**config.mk**
```make
export PLATFORM = sky130hd
export DESIGN_NAME = line_scrambler
export DESIGN_NICKNAME = d
export VERILOG_FILES = /design/src/rtl/line_scrambler_pkg.sv /design/src/rtl/scr_tap_sel.sv /design/src/rtl/scr_lane.sv /design/src/rtl/line_scrambler.sv
export SDC_FILE = /design/constraint.sdc
export NUM_CORES = 1
export LEC_CHECK = 0
export BUFFER_PORTS_ARGS = -buffer_cell sky130_fd_sc_hd__buf_2
export CAP_MARGIN = 5
export CORE_MARGIN = 3
export CORE_UTILIZATION = 60
export CTS_CLUSTER_DIAMETER = 60
export DETAILED_ROUTE_END_ITERATION = 6
export GPL_ROUTABILITY_DRIVEN = 0
export PLACE_DENSITY = 0.81
export RECOVER_POWER = 100
export SLEW_MARGIN = 10
export SYNTH_ARGS = -nofsm -noshare
export SYNTH_HDL_FRONTEND = slang
export SYNTH_SLANG_ARGS = --single-unit
```
**constraint.sdc**
```tcl
create_clock -name clk -period 1.9 [get_ports clk]
set_clock_uncertainty 0.15 [all_clocks]
set_input_delay 0.095 -clock clk [delete_from_list [all_inputs] [get_ports clk]]
set_output_delay 0.095 -clock clk [all_outputs]
set_load 0.05 [all_outputs]
```
**src/rtl/line_scrambler_pkg.sv**
```systemverilog
// Shared constants and types for the line scrambler.
// Assumes the two tap sets share the longest delay (the register length).
package line_scrambler_pkg;

    localparam int STAGES = 23;   // shift register length, also the common long tap
    localparam int TAP_LT = 5;    // short tap in line-termination mode
    localparam int TAP_NT = 18;   // short tap in network-termination mode

    typedef enum logic {
        MODE_LT = 1'b0,
        MODE_NT = 1'b1
    } line_mode_e;

endpackage

```
**src/rtl/scr_tap_sel.sv**
```systemverilog
// Feedback selector: forms the modulo-2 sum of the short tap chosen by the
// mode and the long tap at the end of the register.
// Assumes state[0] holds the most recent bit (delay 1), state[k-1] delay k.
module scr_tap_sel
    import line_scrambler_pkg::*;
#(
    parameter int N      = STAGES,
    parameter int TAP_A  = TAP_LT,
    parameter int TAP_B  = TAP_NT
) (
    input  logic [N-1:0] state,
    input  line_mode_e   mode,
    output logic         fb
);

    localparam int IDX_A = TAP_A - 1;
    localparam int IDX_B = TAP_B - 1;
    localparam int IDX_L = N - 1;

    logic short_tap;

    // Pick the mode-dependent short tap.
    always_comb begin
        short_tap = (mode == MODE_NT) ? state[IDX_B] : state[IDX_A];
    end

    // Sum the short tap with the common long tap.
    always_comb begin
        fb = short_tap ^ state[IDX_L];
    end

endmodule

```
**src/rtl/scr_lane.sv**
```systemverilog
// One scrambling lane. With SELF_SYNC = 0 it scrambles: the output bit is
// shifted into the register. With SELF_SYNC = 1 it descrambles: the incoming
// line bit is shifted in. Bypass bits pass unchanged and do not shift; a low
// enable freezes both the register and the registered output.
// Assumes en, bypass and din are synchronous to clk.
module scr_lane
    import line_scrambler_pkg::*;
#(
    parameter int N         = STAGES,
    parameter int TAP_A     = TAP_LT,
    parameter int TAP_B     = TAP_NT,
    parameter bit SELF_SYNC = 1'b0
) (
    input  logic         clk,
    input  logic         rst_n,
    input  line_mode_e   mode,
    input  logic         en,
    input  logic         bypass,
    input  logic         din,
    output logic         dout,
    output logic [N-1:0] state_o
);

    logic [N-1:0] state_q;
    logic         fb;
    logic         coded;
    logic         shift_bit;

    scr_tap_sel #(
        .N     (N),
        .TAP_A (TAP_A),
        .TAP_B (TAP_B)
    ) tap_i (
        .state (state_q),
        .mode  (mode),
        .fb    (fb)
    );

    // Code the current bit, or let a framing bit through.
    always_comb begin
        coded = bypass ? din : (din ^ fb);
    end

    // Choose what enters the register: own output or the line bit.
    generate
        if (SELF_SYNC) begin : g_descr
            always_comb shift_bit = din;
        end else begin : g_scr
            always_comb shift_bit = coded;
        end
    endgenerate

    // Advance the history only on enabled, non-framing bits.
    always_ff @(posedge clk) begin
        if (!rst_n) begin
            state_q <= '0;
        end else if (en && !bypass) begin
            state_q <= {state_q[N-2:0], shift_bit};
        end
    end

    // Register the coded bit on every enabled bit.
    always_ff @(posedge clk) begin
        if (!rst_n) begin
            dout <= 1'b0;
        end else if (en) begin
            dout <= coded;
        end
    end

    assign state_o = state_q;

endmodule

```
**src/rtl/line_scrambler.sv**
```systemverilog
// Top of the line scrambler: a transmit scrambler and a receive descrambler
// sharing one tap-set mode input.
// Assumes the framer drives each bypass on framing-pattern positions only.
module line_scrambler
    import line_scrambler_pkg::*;
#(
    parameter int N     = STAGES,
    parameter int TAP_A = TAP_LT,
    parameter int TAP_B = TAP_NT
) (
    input  logic clk,
    input  logic rst_n,
    input  logic mode,
    input  logic tx_en,
    input  logic tx_bypass,
    input  logic tx_bit,
    output logic tx_out,
    input  logic rx_en,
    input  logic rx_bypass,
    input  logic rx_bit,
    output logic rx_out
);

    line_mode_e   mode_e;
    logic [N-1:0] tx_state;
    logic [N-1:0] rx_state;

    // Map the mode pin onto the enum.
    always_comb begin
        mode_e = line_mode_e'(mode);
    end

    scr_lane #(
        .N         (N),
        .TAP_A     (TAP_A),
        .TAP_B     (TAP_B),
        .SELF_SYNC (1'b0)
    ) tx_lane_i (
        .clk     (clk),
        .rst_n   (rst_n),
        .mode    (mode_e),
        .en      (tx_en),
        .bypass  (tx_bypass),
        .din     (tx_bit),
        .dout    (tx_out),
        .state_o (tx_state)
    );

    scr_lane #(
        .N         (N),
        .TAP_A     (TAP_A),
        .TAP_B     (TAP_B),
        .SELF_SYNC (1'b1)
    ) rx_lane_i (
        .clk     (clk),
        .rst_n   (rst_n),
        .mode    (mode_e),
        .en      (rx_en),
        .bypass  (rx_bypass),
        .din     (rx_bit),
        .dout    (rx_out),
        .state_o (rx_state)
    );

endmodule

```
## After elaboration in Yosys (flattened, before gate mapping)

Cells that the tools add are included.

| cells by class | value |
|---|---|
| muxes and demuxes | 4 |
| bitwise logic cells | 4 |
| reductions and logical operators | 4 |

Operators by type and width:

| cell | number |
|---|---|
| 1-bit two-way mux | 4 |
| 1-bit XOR | 4 |
| 1-bit logical AND | 2 |
| 1-bit logical NOT | 2 |

| storage, ports and cells | value |
|---|---|
| register bits | 48 |
| output and inout port bits | 2 |

## Logic depth before layout (Yosys ltp)

Gate-level depths: netlist of run 1.

| logic depth | value |
|---|---|
| word-level depth | 4 |
| gate-level depth with buffers | 5 |

## Modules after synthesis

A second synthesis of run 1 with hierarchy kept.

| second synthesis, totals | value |
|---|---|
| cell total of the unflattened synthesis | 215 |
| area, all modules | 2,001.9 um^2 |

By module, submodules not included:

| module | instances | cells each | area each (um^2) |
|---|---|---|---|
| scr_lane at rx_lane_i | 1 | 105 | 1,052.3 |
| scr_lane at tx_lane_i | 1 | 106 | 912.1 |
| scr_tap_sel | 2 | 2 | 18.8 |

## Least setup slack after synthesis of run 1

No wires, ideal clock.

| path | value |
|---|---|
| path type | register to register |
| from | reg rx_lane_i.state_q[17], in the netlist rx_lane_i.state_o[17] |
| to | reg rx_lane_i.dout |
| setup time | 0.074 ns |
| arrival time | 0.980 ns |
| data required time | 1.676 ns |
| setup slack | 0.696 ns |
| stages on the path, launching flop included | 5 |
| path buffers | 0 |
| period minus slack after synthesis | 1.204 ns |
| cell sequence | dfxtp_1 mux2i_1 xor2_1 or3_1 a31oi_1 |

| between the ends | value |
|---|---|
| longest elaborated chain between the ends | 4 |

RTL lines:

| item | line | RTL |
|---|---|---|
| start, declared | scr_lane.sv:24 | `logic [N-1:0] state_q;` |
| start signal, assigned | scr_lane.sv:58 | `state_q <= {state_q[N-2:0], shift_bit};` |
| 1-bit two-way mux | scr_tap_sel.sv:24 | `short_tap = (mode == MODE_NT) ? state[IDX_B] : state[IDX_A];` |
| 1-bit XOR | scr_tap_sel.sv:29 | `fb = short_tap ^ state[IDX_L];` |
| 1-bit XOR | scr_lane.sv:41 | `coded = bypass ? din : (din ^ fb);` |
| 1-bit two-way mux | scr_lane.sv:41 |  |
| end signal, assigned | scr_lane.sv:67 | `dout <= coded;` |
| end, declared | scr_lane.sv:20 | `output logic dout,` |

No other way between the ends.
A chain may end at the register's enable or synchronous reset.

## Worst setup path in the final report of run 1

| path | value |
|---|---|
| from | in rx_bypass |
| to | reg rx_lane_i.state_q[14], in the netlist rx_lane_i.state_o[14] |

| between the ends | value |
|---|---|
| longest elaborated chain between the ends | 2 |

RTL lines:

| item | line | RTL |
|---|---|---|
| start, declared | line_scrambler.sv:19 | `input logic rx_bypass,` |
| 1-bit logical NOT | scr_lane.sv:57 | `end else if (en && !bypass) begin` |
| 1-bit logical AND | scr_lane.sv:57 |  |

No other way between the ends.

==> flow_metrics.py, run 1 <==
metrics = {
    "power_and_ir_drop": {
        "ir_drop_v": 0.000799,
        "p_per_area_nw_per_um2": 844,
        "power_leakage_nw": 0.666,
        "total_power_w": 0.00169,
    },
    "synth": {
        "yosysWarnings": 0,
        "syn_nets": 225,
        "synth_top_area_frac": 0.527,
        "ys_top_cells_by_count": "nand2_1, dfxtp_1, a21boi_0",
        "synth_area_leaders": "dfxtp_1, nand2_1, a21boi_0",
        "synth_top_area_cell": "dfxtp_1",
        "ys_seq_area_frac": 0.527,
        "synth_cell_type_count": 17,
        "synth-seq-cells": 48,
        "synth-edff-count": 0,
        "syn-instance-count": 216,
        "avgSynthCellArea_um2": 8.45,
        "syn_area_um2": 1820,
        "async_flop_share": 0,
        "yosys_most_used_dff": "dfxtp_1",
        "yosysMostFrequentCell": "nand2_1",
    },
    "global_routing": {
        "antenna_found_initial": 0,
        "grt_max_degree": 49,
        "grt_pass1_wl_um": 5090,
        "gr-total-overflow": 0,
        "grt_pass1_vias": 1222,
        "grt_use_total": 0.186,
    },
    "sta": {
        "finalMaxSlewViolations": 0,
        "period_minus_slack_ps": 1530,
        "finalSetupViolCount": 0,
        "worst_pin_slew_ps": 622,
        "hold_viol": 0,
        "fmax_mhz": 653,
        "fin_crit_sh": 0.806,
        "tns_ps": 0,
        "maxSlewHeadroom": 0.586,
        "rsz0062_at_grt": "no",
    },
    "clock_network": {
        "h-tree-depth": 2,
        "cts_setup_buffers": 0,
        "clockBufferDepth": 2,
        "clk_pin_slew_worst_paths_ps": 130,
        "clk_latency_ps": 350,
        "cts_made_buffers": 5,
        "cts.sinks": 48,
        "cts_root_buf": "clkbuf_4",
        "cts_tree": "yes",
    },
    "min_path": {
        "hold_class": "primary input to register",
    },
    "floorplanning": {
        "die_width_um": 61.1,
        "die_h_um": 61.1,
        "core_area_um2": 2830,
        "rows": 19,
        "ios": 11,
        "start_util": 0.645,
        "dieArea_um2": 3740,
    },
    "detailed_routing": {
        "drc": 0,
        "first_pass_iters": 4,
        "postRouteAntennaNets": 0,
        "drtIter0Drc": 59,
        "routed_wl_um": 2940,
        "via_per_inst": 5.34,
        "vias": 1389,
        "drt-wirelength-per-cell_um": 11.3,
    },
    "place": {
        "port_buffers": 10,
        "hpwl_um": 1970,
    },
    "cells_and_area": {
        "drive_gt1_frac": 0.0830,
        "antennaDiodeCount": 0,
        "nNetsFinal": 237,
        "syn2layout_area_growth_pct": 9.81,
    },
    "worst_setup_path": {
        "cp_top_family": "buffers and inverters",
        "crit_arrival_ps": 1650,
        "path_buf_inv": 3,
        "slowest_delay_ps": 530,
        "reg2reg_setup_slack_ps": 550,
        "slowest_stage": "dlygate4sd3_1",
        "endpoint_kind": "register",
        "critPathMaxFanout": 19,
        "critPathKind": "primary input to register",
        "crit_required_ps": 2020,
        "cp_cell_sequence": "dlygate4sd3_1 > clkbuf_1 > nand2b_1 > clkbuf_2 > nand2_1 > a21boi_0",
        "worstSetupStartpointType": "primary input",
    },
    "job": {
        "cap_violations": 0,
    },
    "status": {
        "status": "finished, final reports clean",
    },
}
==> layout by cell type, fill, tap and decap left out <==
master,n
dfxtp_2,1
nor2_1,1
clkinv_2,1
mux2i_2,1
dfxtp_1,47
xor2_1,2
a31oi_1,1
nor2b_1,2
nand2_1,90
clkbuf_4,5
and2b_1,1
a21oi_1,2
or3_1,1
buf_4,2
dlygate4sd3_1,5
clkbuf_1,5
clkbuf_2,2
mux2i_1,2
o21ai_0,4
buf_2,6
bufinv_16,1
nand2b_1,2
a21boi_1,2
a21boi_0,43
==> power by group <==
| part | internal [W] | leakage [nW] | switching, W |
|---|---|---|---|
| clock network | 0.000276 | 0.0422 | 0.000300 |
| logic | 0.0000358 | 0.236 | 0.0000623 |
| registers | 0.00101 | 0.388 | 0.00000330 |
| total | 0.00132 | 0.666 | 0.000366 |
==> worst register-to-register path, cell delays in order, from the launching register on <==
cell and delay [ps]:
dfxtp_1 360, mux2i_2 170, mux2i_1 260, xor2_1 210, a21oi_1 90
==> flip-flops by register name, summed over array words and instances (netlist names) <==
name,cells
tx_lane_i.state_o,23
tx_lane_i.dout,1
rx_lane_i.state_o,23
rx_lane_i.dout,1
==> final timing paths <==
check | start | endpoint | cells past startpoint
min | rst_n | tx_lane_i.state_o[0]$_SDFFE_PN0P_ | 3
max | rx_bypass | rx_lane_i.state_o[14]$_SDFFE_PN0P_ | 6
max reg2reg | tx_lane_i.state_o[4]$_SDFFE_PN0P_ | tx_lane_i.state_o[0]$_SDFFE_PN0P_ | 4
min reg2reg | tx_lane_i.state_o[6]$_SDFFE_PN0P_ | tx_lane_i.state_o[7]$_SDFFE_PN0P_ | 2
==> per-layer routing <==
metal  vias up  global-route usage  wire, µm
met5         -                   0         0
met4         0              0.0650        32
met3         5              0.0650        87
met2        16               0.332      1440
met1       646               0.202      1380
li1        722                   -         -
==> metrics by stage <==
stage               worst slack, ps  hold slack, ps  utilization  area [µm²]  instances
floorplan                       696            34.9            -        1820        216
global placement                661             157        0.665        1880        247
detailed placement              580             174        0.665        1880        247
CTS                            17.6            70.7        0.713        2020        261
global route                    220             174        0.708        2000        260
finish                          368             137        0.708        2000        260
==> repair_timing <==
action	CTS	global route
hold endpoints to repair	6	1
endpoints found under the setup margin	0	2
gates resized for setup	0	4
hold buffers	6	1
==> cells by family after synthesis <==
group,after synthesis,share of synthesized area
AOI/OAI and AO/OA,52,0.205
xor gates and xnor gates,2,0.00960
and+or+nand+nor,97,0.209
DFF,48,0.527
muxes,3,0.0165
buffers and inverters,14,0.0336
==> cell type report <==
cell class | instances | area [µm²]
repair buffers | 19 | 120
fillers | 238 | 826
clock buffers | 6 | 41.3
flip-flops and latches | 48 | 962
well taps | 31 | 38.8
multi-input cells | 154 | 806
clock inverters | 2 | 35.0
Power figures use the tool's default switching activity.
==> run 2: changes to the inputs <==
- CORE_UTILIZATION: 60 -> 52
- PLACE_DENSITY: 0.81 -> 0.75
- clock period: 1.9 -> 1.3 ns (I/O delays scaled with it)
==> run 2 against run 1 <==
Via count rose by 3.4%; critical endpoint is now tx_lane_i.dout$_SDFFE_PN0P_; sequential cell count did not move; largest cell class unchanged; final cell count rose by 8.8%; die area rose by 14%; largest power group unchanged; the run now ends with negative setup slack left; hold slack got worse by 93 ps; sequential share of layout area fell by 2.2 points.
==> flow_metrics.py, run 2 (same netlist as run 1, synthesis figures left out) <==
metrics = {
    "sta": {
        "setup_slack_ps": -40.8,
        "period_minus_slack_ps": 1340,
        "fmax_mhz": 746,
        "worst_pin_slew_ps": 320,
        "fin_crit_sh": 1.03,
        "finalMaxSlewViolations": 0,
        "rsz0062_at_grt": "yes",
        "maxSlewHeadroom": 0.787,
        "finalSetupViolCount": 2,
        "tns_ps": -75.1,
        "hold_viol": 0,
    },
    "detailed_routing": {
        "drt-wirelength-per-cell_um": 11.5,
        "drtIter0Drc": 89,
        "drc": 0,
        "postRouteAntennaNets": 0,
        "vias": 1436,
        "first_pass_iters": 6,
        "via_per_inst": 5.07,
        "routed_wl_um": 3260,
    },
    "clock_network": {
        "clockBufferDepth": 2,
        "cts_tree": "yes",
        "cts_root_buf": "clkbuf_4",
        "clk_pin_slew_worst_paths_ps": 120,
        "clk_latency_ps": 340,
        "h-tree-depth": 2,
        "cts.sinks": 48,
        "cts_made_buffers": 5,
    },
    "place": {
        "port_buffers": 10,
        "dp.cells": 266,
        "hpwl_um": 2240,
    },
    "worst_setup_path": {
        "worstSetupStartpointType": "register",
        "slowest_stage": "dfxtp_2",
        "worstReg2RegStart": "tx_lane_i.state_o[4]$_SDFFE_PN0P_",
        "startpoint": "tx_lane_i.state_o[4]$_SDFFE_PN0P_",
        "reg2reg_to": "tx_lane_i.dout$_SDFFE_PN0P_",
        "ff2ff_path_depth": 4,
        "endpoint_kind": "register",
        "path_buf_inv": 0,
        "crit_required_ps": 1390,
        "critPathKind": "register to register",
        "reg2reg_setup_slack_ps": -40,
        "crit_arrival_ps": 1430,
        "cp_top_family": "multiplexers",
        "slowest_delay_ps": 350,
        "critPathMaxFanout": 3,
        "crit_cells": 4,
        "cp_cell_sequence": "mux2i_2 > mux2i_1 > xor2_1 > a21oi_1",
    },
    "floorplanning": {
        "rows": 20,
        "ios": 11,
        "start_util": 0.570,
        "die_h_um": 65.2,
        "dieArea_um2": 4250,
        "core_area_um2": 3200,
        "die_width_um": 65.2,
    },
    "cells_and_area": {
        "final_cell_mix": "nand2_1, dfxtp_1, a21boi_0, a21boi_1, buf_2",
        "syn2layout_area_growth_pct": 15.6,
        "n_fill_cell": 281,
        "drive_gt1_frac": 0.163,
        "stdcell_count": 283,
        "nNetsFinal": 248,
        "antennaDiodeCount": 0,
        "final_common_cell": "nand2_1",
    },
    "global_routing": {
        "grt_pass1_wl_um": 5660,
        "antenna_found_initial": 0,
        "gr-total-overflow": 0,
        "grt_pass1_vias": 1377,
        "grt_use_total": 0.167,
        "grt_max_degree": 25,
    },
    "min_path": {
        "whs_endpoint": "tx_lane_i.state_o[17]$_SDFFE_PN0P_",
        "hold_class": "primary input to register",
        "min_path_cells": 5,
        "hold_start": "tx_bypass",
    },
    "status": {
        "violations": "negative setup slack",
        "status": "finished, violations left",
    },
    "power_and_ir_drop": {
        "p_per_area_nw_per_um2": 1080,
        "ir_drop_v": 0.000803,
        "power_leakage_nw": 0.726,
    },
    "job": {
        "cap_violations": 0,
    },
}
-- run 2: cell count changes in the layout (fill, tap and decap cells not counted), moves of 2 or more --
cell      before  now
clkbuf_4       5    7
a21boi_0      43   34
dfxtp_1       47   44
a21boi_1       2   11
clkbuf_2       2    4
dfxtp_2        1    4
buf_4          2    7
buf_2          6    9
clkbuf_1       5    0
-- run 2: worst min-delay path: cells and delay by family --
family / cells / cell delay, ps
buffers and inverters: 2 / 260
AO/OA/AOI/OAI: 1 / 60
AND/OR/NAND/NOR: 2 / 120
-- run 2: stage by stage --
| step | instance area (µm²) | setup slack, ps | total power [W] | util | hold WS [ps] |
|---|---|---|---|---|---|
| final | 2110 | -40.8 | 0.00228 | 0.658 | 44.1 |
| after global routing | 2110 | -103 | 0.00238 | 0.658 | 90.1 |
| after CTS | 2080 | -63.1 | 0.00230 | 0.650 | 76.0 |
| after detailed placement | 1960 | -48.9 | 0.00167 | 0.611 | 155 |
| after global placement | 1960 | 62.6 | 0.00166 | 0.611 | 129 |
| after floorplan | 1820 | 95.9 | 0.00162 | - | 4.93 |
-- run 2: worst max-delay path by stage --
stage	endpoint	slack [ps]
final	tx_lane_i.dout$_SDFFE_PN0P_	-40
after global routing	tx_lane_i.dout$_SDFFE_PN0P_	-100
after CTS	tx_lane_i.dout$_SDFFE_PN0P_	-60
after detailed placement	tx_lane_i.dout$_SDFFE_PN0P_	-50
after global placement	tx_lane_i.state_o[0]$_SDFFE_PN0P_	60
after floorplan	rx_lane_i.dout$_SDFFE_PN0P_	100
-- run 2: routing by layer --
| layer | vias to the layer above | routed length (µm) | global-route usage |
|---|---|---|---|
| met5 | - | 0 | 0 |
| met4 | 0 | 45 | 0.0492 |
| met3 | 7 | 139 | 0.0410 |
| met2 | 26 | 1650 | 0.312 |
| met1 | 661 | 1430 | 0.186 |
| li1 | 742 | - | - |
-- run 2: report_power, final --
group,internal (W),total [W],switching [W]
clock network,0.000198,0.000621,0.000423
registers,0.00148,0.00149,0.00000523
logic,0.0000727,0.000171,0.0000987
total,0.00175,0.00228,0.000527
-- run 2: final cells by class --
class / count / area, µm² / share of cell area
flip-flops and latches: 48 / 966 / 0.458
multi-input cells: 154 / 813 / 0.386
repair buffers: 30 / 224 / 0.106
well taps: 44 / 55.1 / 0.0261
clock buffers: 5 / 37.5 / 0.0178
clock inverters: 2 / 12.5 / 0.00593
-- run 2: repair_timing --
action	CTS	global route
hold endpoints to repair	19	0
gates cloned	0	1
gates resized for setup	4	8
buffers inserted	1	2
hold buffers	6	0
endpoints found under the setup margin	3	25
pin swaps	4	3
==> run 3: changes to the inputs <==
- CELL_PAD_IN_SITES_DETAIL_PLACEMENT: unset -> 1
- CELL_PAD_IN_SITES_GLOBAL_PLACEMENT: unset -> 1
- CORE_UTILIZATION: 52 -> 40
- CTS_CLUSTER_DIAMETER: 60 -> unset
==> run 3 against run 2 <==
Routed wire length increased by 15%; core utilization decreased by 15 points; sequential power about the same; sequential cell count unchanged; clock power increased by 69%; global-route usage decreased by 1.5 points; the run still ends with negative setup slack left; die area increased by 27%; combinational power decreased by 4%.
==> flow_metrics.py, run 3 (same netlist as run 1, synthesis figures left out) <==
metrics = {
    "status": {
        "status": "finished, violations left",
        "violations": "negative setup slack",
    },
    "clock_network": {
        "cts_made_buffers": 5,
        "clk_latency_ps": 300,
        "cts_root_buf": "clkbuf_8",
        "clockBufferDepth": 2,
        "cts.sinks": 48,
        "h-tree-depth": 2,
        "clk_pin_slew_worst_paths_ps": 90,
        "cts_tree": "yes",
    },
    "power_and_ir_drop": {
        "power_leakage_nw": 0.734,
        "p_per_area_nw_per_um2": 1270,
        "ir_drop_v": 0.000571,
    },
    "floorplanning": {
        "core_area_um2": 4200,
        "ios": 11,
        "die_h_um": 73.5,
        "die_width_um": 73.5,
        "dieArea_um2": 5410,
        "rows": 23,
        "start_util": 0.434,
    },
    "detailed_routing": {
        "drtIter0Drc": 52,
        "postRouteAntennaNets": 0,
        "via_per_inst": 5.02,
        "drc": 0,
        "drt-wirelength-per-cell_um": 13.1,
        "vias": 1430,
        "routed_wl_um": 3740,
        "first_pass_iters": 4,
    },
    "global_routing": {
        "antenna_found_initial": 0,
        "grt_pass1_wl_um": 6350,
        "gr-total-overflow": 0,
        "grt_max_degree": 49,
        "grt_use_total": 0.152,
        "grt_pass1_vias": 1502,
    },
    "cells_and_area": {
        "antennaDiodeCount": 0,
        "syn2layout_area_growth_pct": 16.9,
        "final_common_cell": "nand2_1",
        "stdcell_count": 285,
        "final_cell_mix": "nand2_1, dfxtp_1, a21boi_0, buf_2, buf_4",
        "nNetsFinal": 243,
        "drive_gt1_frac": 0.132,
        "n_fill_cell": 523,
    },
    "sta": {
        "setup_slack_ps": -7.94,
        "finalMaxSlewViolations": 0,
        "maxSlewHeadroom": 0.830,
        "tns_ps": -9.11,
        "period_minus_slack_ps": 1310,
        "timing.hold.ws_ps": 10.7,
        "finalSetupViolCount": 2,
        "hold_viol": 0,
        "rsz0062_at_grt": "yes",
        "worst_pin_slew_ps": 257,
        "fmax_mhz": 765,
        "fin_crit_sh": 1.01,
    },
    "worst_setup_path": {
        "worstSetupStartpointType": "register",
        "endpoint_kind": "register",
        "crit_required_ps": 1330,
        "crit_arrival_ps": 1340,
        "critPathKind": "register to register",
        "critPathMaxFanout": 2,
    },
    "place": {
        "hpwl_um": 2520,
        "port_buffers": 10,
        "dp.cells": 271,
    },
    "min_path": {
        "hold_class": "primary input to register",
    },
    "job": {
        "cap_violations": 0,
    },
}
-- run 3: cell count changes in the layout (fill, tap and decap cells not counted), moves of 4 or more --
cell,change
a21boi_0,+4
a21boi_1,-4
clkbuf_2,-4
clkbuf_4,-7
clkbuf_8,+5
-- run 3: power breakdown --
| part | switching (W) | leakage, nW | internal, W | total [W] |
|---|---|---|---|---|
| Sequential | 0.00000514 | 0.389 | 0.00148 | 0.00148 |
| Clock | 0.000484 | 0.0541 | 0.000569 | 0.00105 |
| Combinational | 0.0000979 | 0.291 | 0.0000667 | 0.000165 |
-- run 3: routing by layer --
layer	global-route usage	vias to the layer above	share of wire
met3	0.0438	6	0.033
met1	0.162	679	0.45
met2	0.274	19	0.51
met4	0.0684	0	0.014
li1	-	726	-
met5	0	-	0
-- run 3: what timing repair did --
action	4_1_cts	5_1_grt
pin swaps	5	1
setup endpoints to repair	3	4
hold buffers	5	0
endpoints found under the hold margin	4	0
resized for setup	2	2
buffers inserted	1	0
-- run 3: critical path, stage by stage (launching register included) --
cell	delay, ps
dfxtp_2	330
mux2i_1	160
mux2i_1	250
xor2_1	220
a21oi_1	90
-- run 3: layout make-up --
| class | count | area, µm² | share of cell area |
|---|---|---|---|
| sequential | 48 | 965 | 0.452 |
| multi-input combinational | 154 | 802 | 0.376 |
| timing repair buffer | 25 | 191 | 0.0898 |
| clock buffer | 5 | 68.8 | 0.0323 |
| tap | 50 | 62.6 | 0.0293 |
| clock inverter | 3 | 42.5 | 0.0200 |
-- run 3: path summary, 6_finish.rpt --
kind	start	to	slack [ps]	cells after the start
worst max-delay path	tx_lane_i.state_o[17]$_SDFFE_PN0P_	tx_lane_i.state_o[0]$_SDFFE_PN0P_	-8	4
worst min-delay path	rx_bypass	rx_lane_i.dout$_SDFFE_PN0P_	10	3
worst max register to register	tx_lane_i.state_o[17]$_SDFFE_PN0P_	tx_lane_i.state_o[0]$_SDFFE_PN0P_	-8	4
worst min register to register	rx_lane_i.state_o[1]$_SDFFE_PN0P_	rx_lane_i.state_o[2]$_SDFFE_PN0P_	310	2
-- run 3: per-stage QoR --
| step | area (µm²) | utilization | power (W) | setup WS (ps) |
|---|---|---|---|---|
| after CTS | 2130 | 0.506 | 0.00275 | -6.45 |
| after global routing | 2130 | 0.507 | 0.00283 | -102 |
| final | 2130 | 0.507 | 0.00270 | -7.94 |
| after global placement | 1960 | 0.465 | 0.00167 | 50.1 |
| after detailed placement | 1960 | 0.465 | 0.00167 | -9.81 |
| after floorplan | 1820 | - | 0.00162 | 95.9 |
